## src/rtl/wdt_pkg.sv

```systemverilog
package wdt_pkg;
    typedef enum logic [0:0] {
        ST_RUN   = 1'b0,
        ST_PULSE = 1'b1
    } wdt_state_e;
endpackage

```

## src/rtl/wdt_prescaler.sv

```systemverilog
module wdt_prescaler #(
    parameter int W      = 13,
    parameter int CLR_LO = 5,
    parameter int CLR_HI = 12
) (
    input  logic         clk,
    input  logic         por_n,
    input  logic         hold,
    input  logic         stop_clr,
    input  logic         svc_clr,
    output logic [W-1:0] q,
    output logic         wrap
);
    localparam logic [W-1:0] SVC_MASK =
        W'(((64'd1 << (CLR_HI + 1)) - 64'd1) & ~((64'd1 << CLR_LO) - 64'd1));
    localparam logic [W-1:0] ALL_ONES = {W{1'b1}};

    assign wrap = !hold && !stop_clr && !svc_clr && (q == ALL_ONES);

    always_ff @(posedge clk or negedge por_n) begin
        if (!por_n)                q <= '0;
        else if (hold || stop_clr) q <= '0;
        else if (svc_clr)          q <= q & ~SVC_MASK;
        else                       q <= q + 1'b1;
    end
endmodule

```

## src/rtl/wdt_timeout_cnt.sv

```systemverilog
module wdt_timeout_cnt #(
    parameter int LIMIT = 8
) (
    input  logic clk,
    input  logic por_n,
    input  logic clear,
    input  logic wrap,
    output logic expire
);
    localparam int CW = (LIMIT > 2) ? $clog2(LIMIT) : 1;
    localparam logic [CW-1:0] LAST = CW'(LIMIT - 1);

    logic [CW-1:0] cnt_q;

    assign expire = wrap && !clear && (cnt_q == LAST);

    always_ff @(posedge clk or negedge por_n) begin
        if (!por_n)    cnt_q <= '0;
        else if (clear) cnt_q <= '0;
        else if (wrap) begin
            if (cnt_q == LAST) cnt_q <= '0;
            else               cnt_q <= cnt_q + 1'b1;
        end
    end
endmodule

```

## src/rtl/wdt_top.sv

```systemverilog
module wdt_top
    import wdt_pkg::*;
#(
    parameter int PRESC_W   = 13,
    parameter int CLR_LO    = 5,
    parameter int CLR_HI    = 12,
    parameter int CNT_LIMIT = 8,
    parameter int PULSE_LEN = 32
) (
    input  logic               clk,
    input  logic               por_n,
    input  logic               bus_sel,
    input  logic               bus_wr,
    input  logic               bus_rd,
    input  logic               bus_addr,
    output logic [7:0]         bus_rdata,
    input  logic [7:0]         vec_lo,
    input  logic               stop_strobe,
    input  logic               mon_disable,
    output logic               rst_out_n,
    output logic               cause_flag,
    output logic [PRESC_W-1:0] presc_q
);
    localparam int PCW = (PULSE_LEN > 2) ? $clog2(PULSE_LEN) : 1;
    localparam logic [PCW-1:0] PULSE_LAST = PCW'(PULSE_LEN - 1);

    wdt_state_e     state_q, state_d;
    logic [PCW-1:0] pcnt_q;
    logic           hold, wr_ctl, rd_stat, svc, wrap, expire, pulse_done;

    assign hold       = (state_q == ST_PULSE);
    assign wr_ctl     = bus_sel && bus_wr && !bus_addr;
    assign rd_stat    = bus_sel && bus_rd && bus_addr;
    assign svc        = wr_ctl && !hold;
    assign pulse_done = (pcnt_q == PULSE_LAST);

    wdt_prescaler #(.W(PRESC_W), .CLR_LO(CLR_LO), .CLR_HI(CLR_HI)) u_presc (
        .clk      (clk),
        .por_n    (por_n),
        .hold     (hold),
        .stop_clr (stop_strobe),
        .svc_clr  (svc),
        .q        (presc_q),
        .wrap     (wrap)
    );

    wdt_timeout_cnt #(.LIMIT(CNT_LIMIT)) u_cnt (
        .clk    (clk),
        .por_n  (por_n),
        .clear  (hold || svc || mon_disable),
        .wrap   (wrap),
        .expire (expire)
    );

    // State register
    always_ff @(posedge clk or negedge por_n) begin
        if (!por_n) state_q <= ST_RUN;
        else        state_q <= state_d;
    end

    // Transitions: T_TIMEOUT and T_RELEASE
    always_comb begin
        state_d = state_q;
        unique case (state_q)
            ST_RUN:   if (expire)     state_d = ST_PULSE;
            ST_PULSE: if (pulse_done) state_d = ST_RUN;
            default:                  state_d = ST_RUN;
        endcase
    end

    // Pulse length counter
    always_ff @(posedge clk or negedge por_n) begin
        if (!por_n)     pcnt_q <= '0;
        else if (hold)  pcnt_q <= pcnt_q + 1'b1;
        else            pcnt_q <= '0;
    end

    // Cause flag: timeout sets, status read clears
    always_ff @(posedge clk or negedge por_n) begin
        if (!por_n)       cause_flag <= 1'b0;
        else if (expire)  cause_flag <= 1'b1;
        else if (rd_stat) cause_flag <= 1'b0;
    end

    // Outputs
    always_comb begin
        rst_out_n = (state_q != ST_PULSE);
        bus_rdata = 8'h00;
        if (bus_sel && bus_rd) begin
            if (bus_addr) bus_rdata = {7'b0, cause_flag};
            else          bus_rdata = vec_lo;
        end
    end
endmodule

```

## config.mk

```make
export PLATFORM = sky130hd
export DESIGN_NAME = wdt_top
export DESIGN_NICKNAME = d
export VERILOG_FILES = /design/src/rtl/wdt_pkg.sv /design/src/rtl/wdt_prescaler.sv /design/src/rtl/wdt_timeout_cnt.sv /design/src/rtl/wdt_top.sv
export SDC_FILE = /design/constraint.sdc
export NUM_CORES = 1
export LEC_CHECK = 0
export ABC_CLOCK_PERIOD_IN_PS = 2700
export BUFFER_PORTS_ARGS = -buffer_cell sky130_fd_sc_hd__buf_2
export CELL_PAD_IN_SITES_DETAIL_PLACEMENT = 1
export CELL_PAD_IN_SITES_GLOBAL_PLACEMENT = 1
export CORE_MARGIN = 1
export CORE_UTILIZATION = 40
export DETAILED_ROUTE_END_ITERATION = 16
export PLACE_DENSITY_LB_ADDON = 0.1
export SYNTH_ARGS = -nofsm -noshare
export SYNTH_HDL_FRONTEND = slang
export SYNTH_SLANG_ARGS = --single-unit
```

## constraint.sdc

```tcl
create_clock -name clk -period 2.7 [get_ports clk]
set_clock_uncertainty 0.15 [all_clocks]
set_input_delay 0.135 -clock clk [delete_from_list [all_inputs] [get_ports clk]]
set_output_delay 0.135 -clock clk [all_outputs]
set_load 0.005 [all_outputs]
```

==> results of run 1 <==
## power by group
group          leakage (nW)  total (mW)  switching (mW)  internal [mW]
logic                 0.452      0.0632          0.0340         0.0292
clock network        0.0177       0.165           0.109         0.0555
registers             0.319       0.357         0.00810          0.349
total                 0.789       0.585           0.151          0.434
## critical path, cell delays in order
cell	delay, ns
sky130_fd_sc_hd__dlygate4sd3_1	0.52
sky130_fd_sc_hd__buf_2	0.11
sky130_fd_sc_hd__nand2_1	0.07
sky130_fd_sc_hd__nor2_1	0.32
sky130_fd_sc_hd__and2_1	0.19
sky130_fd_sc_hd__buf_2	0.11
## layout by cell type (no fill, tap or decap)
master,netlist,routed
sky130_fd_sc_hd__buf_2,0,38
sky130_fd_sc_hd__dfrtp_1,23,23
sky130_fd_sc_hd__nor2_1,19,19
sky130_fd_sc_hd__nand2_1,13,13
sky130_fd_sc_hd__xor2_1,9,9
sky130_fd_sc_hd__and2_1,9,9
sky130_fd_sc_hd__nand4_1,6,6
sky130_fd_sc_hd__nand3_1,5,5
sky130_fd_sc_hd__mux2i_1,5,5
sky130_fd_sc_hd__ha_1,5,5
sky130_fd_sc_hd__xnor2_1,4,4
sky130_fd_sc_hd__dlygate4sd3_1,0,4
sky130_fd_sc_hd__and3_1,3,3
sky130_fd_sc_hd__clkbuf_4,0,3
sky130_fd_sc_hd__inv_1,1,1
sky130_fd_sc_hd__nand3b_4,1,1
sky130_fd_sc_hd__nor4_1,1,1
sky130_fd_sc_hd__and4_4,1,1
sky130_fd_sc_hd__nor3_1,1,1
sky130_fd_sc_hd__o21ai_0,1,1
sky130_fd_sc_hd__or3_1,1,1
sky130_fd_sc_hd__a21oi_1,1,1
sky130_fd_sc_hd__nand4_4,1,1
sky130_fd_sc_hd__nor3b_4,1,1
sky130_fd_sc_hd__o32ai_2,1,1
sky130_fd_sc_hd__nor2_4,1,1
sky130_fd_sc_hd__or2_1,1,1
sky130_fd_sc_hd__a32o_1,1,1
sky130_fd_sc_hd__clkinv_2,0,1
## final timing paths
| check | to | from | slack, ns | depth (start not counted) |
|---|---|---|---|---|
| worst max-delay path | bus_rdata[3] | bus_rd | 0.97 | 6 |
| worst min-delay path | u_presc.q[4] | stop_strobe | 0.04 | 3 |
| worst max register to register | u_cnt.cnt_q[0] | u_presc.q[0] | 1.10 | 4 |
| worst min register to register | pcnt_q[0] | pcnt_q[0] | 0.32 | 1 |
| max in group asynchronous | pcnt_q[4] | por_n | 1.90 | 2 |
| min in group asynchronous | u_presc.q[5] | por_n | 0.16 | 2 |
## registers in the layout, summed over array words and instances, names as in the netlist
signal       cells
u_presc.q       13
pcnt_q           5
u_cnt.cnt_q      3
hold             1
cause_flag       1
## area by class of cell
type                            instances  area share [%]
Inverter                                1           0.250
Tap cell                               31            2.58
Sequential cell                        23            38.3
Clock inverter                          1           0.333
Multi-Input combinational cell         91            41.7
Timing Repair Buffer                   42            15.3
Clock buffer                            3            1.50
## per-layer routing
metal / vias up / track usage (%)
met5: - / 0
met4: 0 / 8.36
met3: 5 / 2.30
met2: 24 / 32.6
met1: 495 / 22.7
li1: 487 / -
## logic make-up after synthesis
logic type,Yosys count,share of synthesized area [%]
buffers and inverters,1,0.311
AOI/OAI and AO/OA,4,3.01
DFF,23,47.7
muxes,5,4.15
and+or+nand+nor,64,30.2
xor gates and xnor gates,13,9.44
adders and majority gates,5,5.19
## per-stage QoR
stage	cells	setup WS, ns	hold WS (ns)
after floorplan	115	1.26	-0.311
after global placement	184	1.20	-0.0166
final	192	0.966	0.0394
after global routing	192	0.881	0.0396
after CTS	192	0.971	0.0291
after detailed placement	184	1.09	-0.00598
==> results.json, run 1 <==
{
  "status": "complete, but fails checks",
  "violations": "DRC",
  "finish.instance_area_mm2": 0.00150,
  "cap_violations": 0,
  "synthToLayoutAreaGrowth_pct": 24.6,
  "number_of_antenna_violations_at_the_first_check_in_global_routing": 0,
  "post-route-drc-count": 10,
  "remaining_antenna_violation_count": 0,
  "drt_first_iter_violations": 27,
  "max-vdd-ir-drop_mv": 0.168,
  "met3_wirelength_um": 123,
  "ys.flop_type": "sky130_fd_sc_hd__dfrtp_1",
  "worst_ep_required_time_ns": 2.41,
  "cts_tree": "yes",
  "yosysSeqAreaShare_pct": 47.7,
  "top_area_cells_in_the_synthesized_netlist": "sky130_fd_sc_hd__dfrtp_1, sky130_fd_sc_hd__xor2_1, sky130_fd_sc_hd__nor2_1",
  "post_synth_inst_count": 115,
  "antenna_cells_inserted": 0,
  "power.total_uw": 585,
  "unrepaired_setup_endpoints_after_global_routing": "no",
  "worstSetupEndpointType": "output port",
  "cts_buffers": 3,
  "timing.hold.worst.class": "primary input to flop",
  "setup_violations": 0,
  "clk_root_buffer_cell": "sky130_fd_sc_hd__clkbuf_4",
  "clock_transition_at_the_registers_of_the_reported_paths_ns": 0.13,
  "fmax_ghz": 0.577,
  "drt_pass1_iterations": 12,
  "standby_leakage_power_nw": 0.789,
  "finish.net_count": 183,
  "power_per_cell_area_mw_per_mm2": 389,
  "core-area_mm2": 0.00281,
  "grt_overflow": 0,
  "placement.cell_area_mm2": 0.00144,
  "synth-seq-cells": 23,
  "multi_input_comb_area_um2": 627,
  "dr_total_vias": 1011,
  "starting_density_of_the_core_pct": 43.0,
  "cts_sinks": 23,
  "ctsHoldBuffers": 4,
  "floorplan.die.height_um": 56.9,
  "postSynthAreaPerCell_um2": 10.5,
  "yosys_warnings": 0,
  "drive_gt1_share_pct": 29.8,
  "synth_commonest_cells": "sky130_fd_sc_hd__dfrtp_1, sky130_fd_sc_hd__nor2_1, sky130_fd_sc_hd__nand2_1",
  "cp-start-kind": "primary input",
  "max_slew_vio_count": 0,
  "detail_route.wl_per_cell_um": 14.3,
  "die_area_mm2": 0.00324,
  "worst-slew-pin-transition_ns": 0.521,
  "post_synth_instance_area_mm2": 0.00121,
  "ctsResizeCount": 0,
  "globalplace.congestion": 0.754,
  "ff_latch_area_um2": 576,
  "port_buffers": 38,
  "floorplan.io_pins": 39,
  "post_drt_via_cell_ratio": 5.27,
  "via_count_of_the_first_global_routing_pass": 981,
  "grt_usage_pct": 18.6,
  "post-cts-setup-buffer-count": 0,
  "grt_start_max_net_pins": 24,
  "rows": 19,
  "final_min_period_over_clock_period_pct": 64.2,
  "wl_mm": 2.76,
  "synthDominantAreaCellType": "sky130_fd_sc_hd__dfrtp_1",
  "chipWidth_um": 56.9,
  "clock_insertion_delay_at_the_later_pin_of_the_skew_report_ns": 0.32,
  "critical_path_arrival_ns": 1.45,
  "worst-setup-path-type": "primary input to output port",
  "filler_cell_count": 344,
  "slew_headroom_pct": 65.3,
  "wire_length_of_the_first_global_routing_pass_mm": 4.56,
  "count_leader_synth": "sky130_fd_sc_hd__dfrtp_1",
  "final_period_minus_worst_setup_slack_ns": 1.73,
  "highest-signal-layer": "met4",
  "ctsLongestPathBuffers": 2,
  "synth.net_count": 136,
  "timing.critical_path.fanout_max": 7,
  "route.layer.met1.wl_mm": 1.23,
  "hold_violations": 0,
  "setup_tns_ns": 0,
  "route.met2.wl_mm": 1.36,
  "h-tree-depth": 1,
  "synth_enable_flop_cells": 0,
  "yosysUniqueCellTypes": 25,
  "netlist.area_leader.share_pct": 47.7,
  "dp_hpwl_mm": 2.05,
  "synthArstFlopShare_pct": 100,
  "utilization_pct": 53.6
}
(Power assumes the default switching activity.)
==> inputs of run 2 (changes only) <==
--- a/config.mk
+++ b/config.mk
@@ -5,12 +5,12 @@
 export SDC_FILE = /design/constraint.sdc
 export NUM_CORES = 1
 export LEC_CHECK = 0
-export ABC_CLOCK_PERIOD_IN_PS = 2700
+export ABC_CLOCK_PERIOD_IN_PS = 1470
 export BUFFER_PORTS_ARGS = -buffer_cell sky130_fd_sc_hd__buf_2
 export CELL_PAD_IN_SITES_DETAIL_PLACEMENT = 1
 export CELL_PAD_IN_SITES_GLOBAL_PLACEMENT = 1
 export CORE_MARGIN = 1
-export CORE_UTILIZATION = 40
+export CORE_UTILIZATION = 34
 export DETAILED_ROUTE_END_ITERATION = 16
 export PLACE_DENSITY_LB_ADDON = 0.1
 export SYNTH_ARGS = -nofsm -noshare
==> constraint.sdc (replaced) <==
create_clock -name clk -period 1.47 [get_ports clk]
set_clock_uncertainty 0.15 [all_clocks]
set_input_delay 0.0735 -clock clk [delete_from_list [all_inputs] [get_ports clk]]
set_output_delay 0.0735 -clock clk [all_outputs]
set_load 0.005 [all_outputs]
==> results.json, run 2 (same netlist as run 1, synthesis figures left out) <==
{
  "worst_ep_required_time_ns": 1.54,
  "holdCritStartpoint": "bus_wr",
  "fmax_ghz": 0.707,
  "cts_buffers": 3,
  "port_buffers": 38,
  "final_common_cell": "sky130_fd_sc_hd__buf_2",
  "final_period_minus_worst_setup_slack_ns": 1.42,
  "rows": 21,
  "crit_path_cell_trace": "ha_2 > and3_4 > ha_1 > and2_1",
  "utilization_pct": 51.2,
  "grt_overflow": 0,
  "cp_slowest_cell": "sky130_fd_sc_hd__dfrtp_1",
  "worst_r2r_startpoint": "pcnt_q[1]",
  "starting_density_of_the_core_pct": 35.9,
  "timing.critical_path.fanout_max": 2,
  "finish.instance_area_mm2": 0.00172,
  "antenna_cells_inserted": 0,
  "floorplan.io_pins": 39,
  "globalplace.congestion": 0.767,
  "wl_mm": 3.03,
  "worst-slew-pin-transition_ns": 0.534,
  "ctsLongestPathBuffers": 2,
  "setup_violations": 0,
  "clock_transition_at_the_registers_of_the_reported_paths_ns": 0.13,
  "largest_reg_flops": 13,
  "h-tree-depth": 1,
  "chipWidth_um": 61.6,
  "final_min_period_over_clock_period_pct": 96.3,
  "wire_length_of_the_first_global_routing_pass_mm": 4.82,
  "drive_gt1_share_pct": 40.7,
  "core-area_mm2": 0.00336,
  "power_per_cell_area_mw_per_mm2": 643,
  "finish.net_count": 204,
  "clock_insertion_delay_at_the_later_pin_of_the_skew_report_ns": 0.31,
  "max_slew_vio_count": 0,
  "worst-setup-path-type": "flop to flop",
  "timing.hold.worst.class": "primary input to flop",
  "worstSetupEndpointType": "flop",
  "drt_pass1_iterations": 2,
  "unrepaired_setup_endpoints_after_global_routing": "yes",
  "cts_sinks": 23,
  "setup_slack_ns": 0.0550,
  "post_drt_via_cell_ratio": 4.74,
  "cts_tree": "yes",
  "slew_headroom_pct": 64.4,
  "critical_path_arrival_ns": 1.48,
  "cap_violations": 0,
  "floorplan.die.height_um": 61.6,
  "drt_first_iter_violations": 16,
  "timing.critical_path.slowest_cell_delay_ns": 0.41,
  "via_count_of_the_first_global_routing_pass": 1088,
  "max_flop_register": "u_presc.q",
  "number_of_antenna_violations_at_the_first_check_in_global_routing": 0,
  "grt_start_max_net_pins": 24,
  "dr_total_vias": 1080,
  "dp_hpwl_mm": 2.26,
  "placement.cell_area_mm2": 0.00154,
  "clk_root_buffer_cell": "sky130_fd_sc_hd__clkbuf_4",
  "synthToLayoutAreaGrowth_pct": 42.7,
  "status": "finished clean",
  "setup_tns_ns": 0,
  "die_area_mm2": 0.00379,
  "worstSetupStartpoint": "pcnt_q[1]",
  "standby_leakage_power_nw": 0.892,
  "cp-start-kind": "flop",
  "layout_common_cells": "sky130_fd_sc_hd__buf_2, sky130_fd_sc_hd__dfrtp_1, sky130_fd_sc_hd__nor2_1, sky130_fd_sc_hd__buf_4, sky130_fd_sc_hd__nand2_1",
  "detail_route.wl_per_cell_um": 13.3,
  "dp_worst_setup_slack_ns": 0.00974,
  "remaining_antenna_violation_count": 0,
  "layout_top_registers": "u_presc.q: 13 flops, pcnt_q: 5 flops, u_cnt.cnt_q: 3 flops",
  "grt_usage_pct": 17.6,
  "max-vdd-ir-drop_mv": 0.523,
  "hold_violations": 0,
  "post-route-drc-count": 0
}
==> run 2: routing by layer <==
metal / vias to the layer above / GRT usage (%) / wire length, µm
li1: 526 / - / -
met2: 14 / 33.0 / 1660
met3: 2 / 3.78 / 65
met1: 538 / 20.4 / 1280
met4: 0 / 3.81 / 25
met5: - / 0 / 0
==> run 2: timing repair <==
action | CTS | global route
hold buffers | 6 | 0
buffers inserted | 2 | 5
pin swaps | 0 | 4
resized for setup | 1 | 7
endpoints found under the hold margin | 30 | 0
endpoints found under the setup margin | 5 | 6
==> run 2: final cells by class <==
cell class              instances  area (µm²)
well taps                      46        57.6
flip-flops and latches         23         577
repair buffers                 63         393
fillers                       408        1640
inverters                       1        3.75
multi-input cells              91         663
clock inverters                 1        5.00
clock buffers                   3        22.5
==> run 2: final timing paths <==
kind,endpoint,slack (ns),cells past startpoint
worst max-delay path,pcnt_q[4],0.05,4
worst min-delay path,u_presc.q[0],0.05,4
worst max register to register,pcnt_q[4],0.05,4
worst min register to register,cause_flag,0.38,1
max in group asynchronous,hold,0.68,2
min in group asynchronous,u_presc.q[3],0.10,2
==> run 2: stage by stage <==
stage	instances	power [mW]	hold WS (ns)
finish	228	1.11	0.0470
global route	228	1.17	0.0447
CTS	223	1.12	0.0394
detailed placement	211	0.799	-0.0604
global placement	211	0.795	-0.0751
floorplan	115	0.714	-0.372
==> run 2: power by group <==
group	switching (mW)	internal, mW
Clock	0.198	0.102
Combinational	0.0758	0.0788
Sequential	0.0122	0.641
Total	0.286	0.822
==> run 2: worst max-delay path: cells and delay by family (launching register included) <==
kind          cells  cell delay, ns
fa+ha+maj         2            0.45
flops             1            0.41
simple gates      2            0.32
==> inputs of run 3 (changes only) <==
--- a/config.mk
+++ b/config.mk
@@ -10,7 +10,7 @@
 export CELL_PAD_IN_SITES_DETAIL_PLACEMENT = 1
 export CELL_PAD_IN_SITES_GLOBAL_PLACEMENT = 1
 export CORE_MARGIN = 1
-export CORE_UTILIZATION = 34
+export CORE_UTILIZATION = 30
 export DETAILED_ROUTE_END_ITERATION = 16
 export PLACE_DENSITY_LB_ADDON = 0.1
 export SYNTH_ARGS = -nofsm -noshare
==> results.json, run 3 (same netlist as run 1, synthesis figures left out) <==
{
  "worst-setup-path-type": "flop to flop",
  "crit_path_cell_trace": "ha_2 > and3_1 > ha_1 > and2_1",
  "floorplan.die.height_um": 65.4,
  "holdCritStartpoint": "bus_sel",
  "cap_violations": 0,
  "dr_total_vias": 1060,
  "via_count_of_the_first_global_routing_pass": 1081,
  "cts_buffers": 3,
  "cp_slowest_cell": "sky130_fd_sc_hd__dfrtp_1",
  "standby_leakage_power_nw": 0.896,
  "max_slew_vio_count": 0,
  "timing.critical_path.fanout_max": 2,
  "ctsLongestPathBuffers": 2,
  "clock_insertion_delay_at_the_later_pin_of_the_skew_report_ns": 0.26,
  "worst-slew-pin-transition_ns": 0.541,
  "chipWidth_um": 65.4,
  "groute.layer.met3.usage_pct": 3.13,
  "grt_start_max_net_pins": 24,
  "power_per_cell_area_mw_per_mm2": 699,
  "final_period_minus_worst_setup_slack_ns": 1.46,
  "number_of_antenna_violations_at_the_first_check_in_global_routing": 0,
  "max-vdd-ir-drop_mv": 0.612,
  "remaining_antenna_violation_count": 0,
  "hold_violations": 0,
  "timing.hold.worst.class": "primary input to flop",
  "h-tree-depth": 1,
  "drive_gt1_share_pct": 41.6,
  "starting_density_of_the_core_pct": 32.0,
  "max_flop_register": "u_presc.q",
  "critPathTopFamily": "adder cells",
  "setup_slack_ns": 0.00921,
  "wl_mm": 3.07,
  "post-route-drc-count": 0,
  "globalplace.congestion": 0.756,
  "top_usage_layer": "met2",
  "cts_tree": "yes",
  "port_buffers": 38,
  "crit_buf_inv": 0,
  "die_area_mm2": 0.00428,
  "worst_ep_required_time_ns": 1.48,
  "slew_headroom_pct": 63.9,
  "grt_usage_pct": 15.7,
  "drt_pass1_iterations": 4,
  "clk_root_buffer_cell": "sky130_fd_sc_hd__clkbuf_8",
  "detail_route.wl_per_cell_um": 13.6,
  "largest_reg_flops": 13,
  "rows": 22,
  "final_common_cell": "sky130_fd_sc_hd__buf_2",
  "synthToLayoutAreaGrowth_pct": 42.3,
  "worstSetupStartpoint": "pcnt_q[1]",
  "unrepaired_setup_endpoints_after_global_routing": "yes",
  "setup_violations": 0,
  "fmax_ghz": 0.685,
  "worst_r2r_startpoint": "pcnt_q[1]",
  "clock_transition_at_the_registers_of_the_reported_paths_ns": 0.08,
  "dp_worst_setup_slack_ns": 0.0155,
  "timing.critical_path.slowest_cell_delay_ns": 0.40,
  "wire_length_of_the_first_global_routing_pass_mm": 5.09,
  "layout_common_cells": "sky130_fd_sc_hd__buf_2, sky130_fd_sc_hd__dfrtp_1, sky130_fd_sc_hd__nor2_1",
  "finish.net_count": 200,
  "cp-start-kind": "flop",
  "floorplan.io_pins": 39,
  "gr-usage-met2_pct": 27.1,
  "power.total_mw": 1.20,
  "dp_hpwl_mm": 2.25,
  "post_drt_via_cell_ratio": 4.69,
  "final_min_period_over_clock_period_pct": 99.4,
  "cts_sinks": 23,
  "utilization_pct": 45.5,
  "gr-usage-met1_pct": 19.7,
  "drt_first_iter_violations": 39,
  "grt_overflow": 0,
  "layout_top_registers": "u_presc.q: 13 flops, pcnt_q: 5 flops, u_cnt.cnt_q: 3 flops",
  "status": "finished clean",
  "worstSetupEndpointType": "flop",
  "antenna_cells_inserted": 0,
  "critical_path_arrival_ns": 1.47,
  "core-area_mm2": 0.00377
}
## run 3: cell types whose count changed in the layout (fill, tap and decap cells not counted), moves of 2 or more
cell	delta
sky130_fd_sc_hd__clkbuf_8	+3
sky130_fd_sc_hd__dfrtp_2	+2
sky130_fd_sc_hd__buf_4	-2
sky130_fd_sc_hd__clkbuf_4	-3
sky130_fd_sc_hd__dlygate4sd3_1	-2
sky130_fd_sc_hd__dfrtp_1	-2
## run 3: repair_timing
item | 4_1_cts | 5_1_grt
setup endpoints to repair | 1 | 6
endpoints found under the hold margin | 25 | 0
pin swaps | 0 | 4
buffers inserted | 0 | 3
hold buffers | 4 | 0
resized for setup | 1 | 10
## run 3: stage by stage
stage               TNS [ns]  hold slack, ns  area (µm²)  cells
floorplan                  0          -0.372        1210    115
global route          -0.101          0.0359        1720    226
CTS                        0          0.0104        1650    223
finish                     0          0.0139        1720    226
detailed placement         0         -0.0630        1560    215
global placement           0         -0.0667        1560    215
## run 3: path summary, 6_finish.rpt
| check | slack, ns | cells past startpoint | endpoint |
|---|---|---|---|
| max in group asynchronous | 0.61 | 2 | u_presc.q[1] |
| min in group asynchronous | 0.17 | 2 | u_presc.q[3] |
| min reg2reg | 0.37 | 1 | cause_flag |
| max | 0.009 | 4 | pcnt_q[4] |
| min | 0.01 | 3 | cause_flag |
| max reg2reg | 0.009 | 4 | pcnt_q[4] |
## run 3: tightest hold or removal path: cells and delay by family
family                 cells  cell delay [ns]
AOI/OAI and AO/OA          1             0.11
buffers and inverters      1             0.13
and+or+nand+nor            1             0.08
## run 3: cell type report
type / instances / area (µm²)
clock inverter: 1 / 5.00
fill: 439 / 2050
clock buffer: 3 / 41.3
tap: 48 / 60.1
sequential: 23 / 579
multi-input combinational: 91 / 669
inverter: 1 / 3.75
timing repair buffer: 59 / 358
## run 3: report_power, final
part,total (mW),switching [mW],leakage (nW),internal [mW]
registers,0.654,0.0125,0.315,0.642
logic,0.148,0.0745,0.556,0.0738
clock network,0.396,0.207,0.0255,0.189
## run 3: metal layers
metal	vias up	wire length (µm)
li1	520	-
met1	525	1360
met2	13	1620
met3	2	69
met4	0	17
met5	-	0
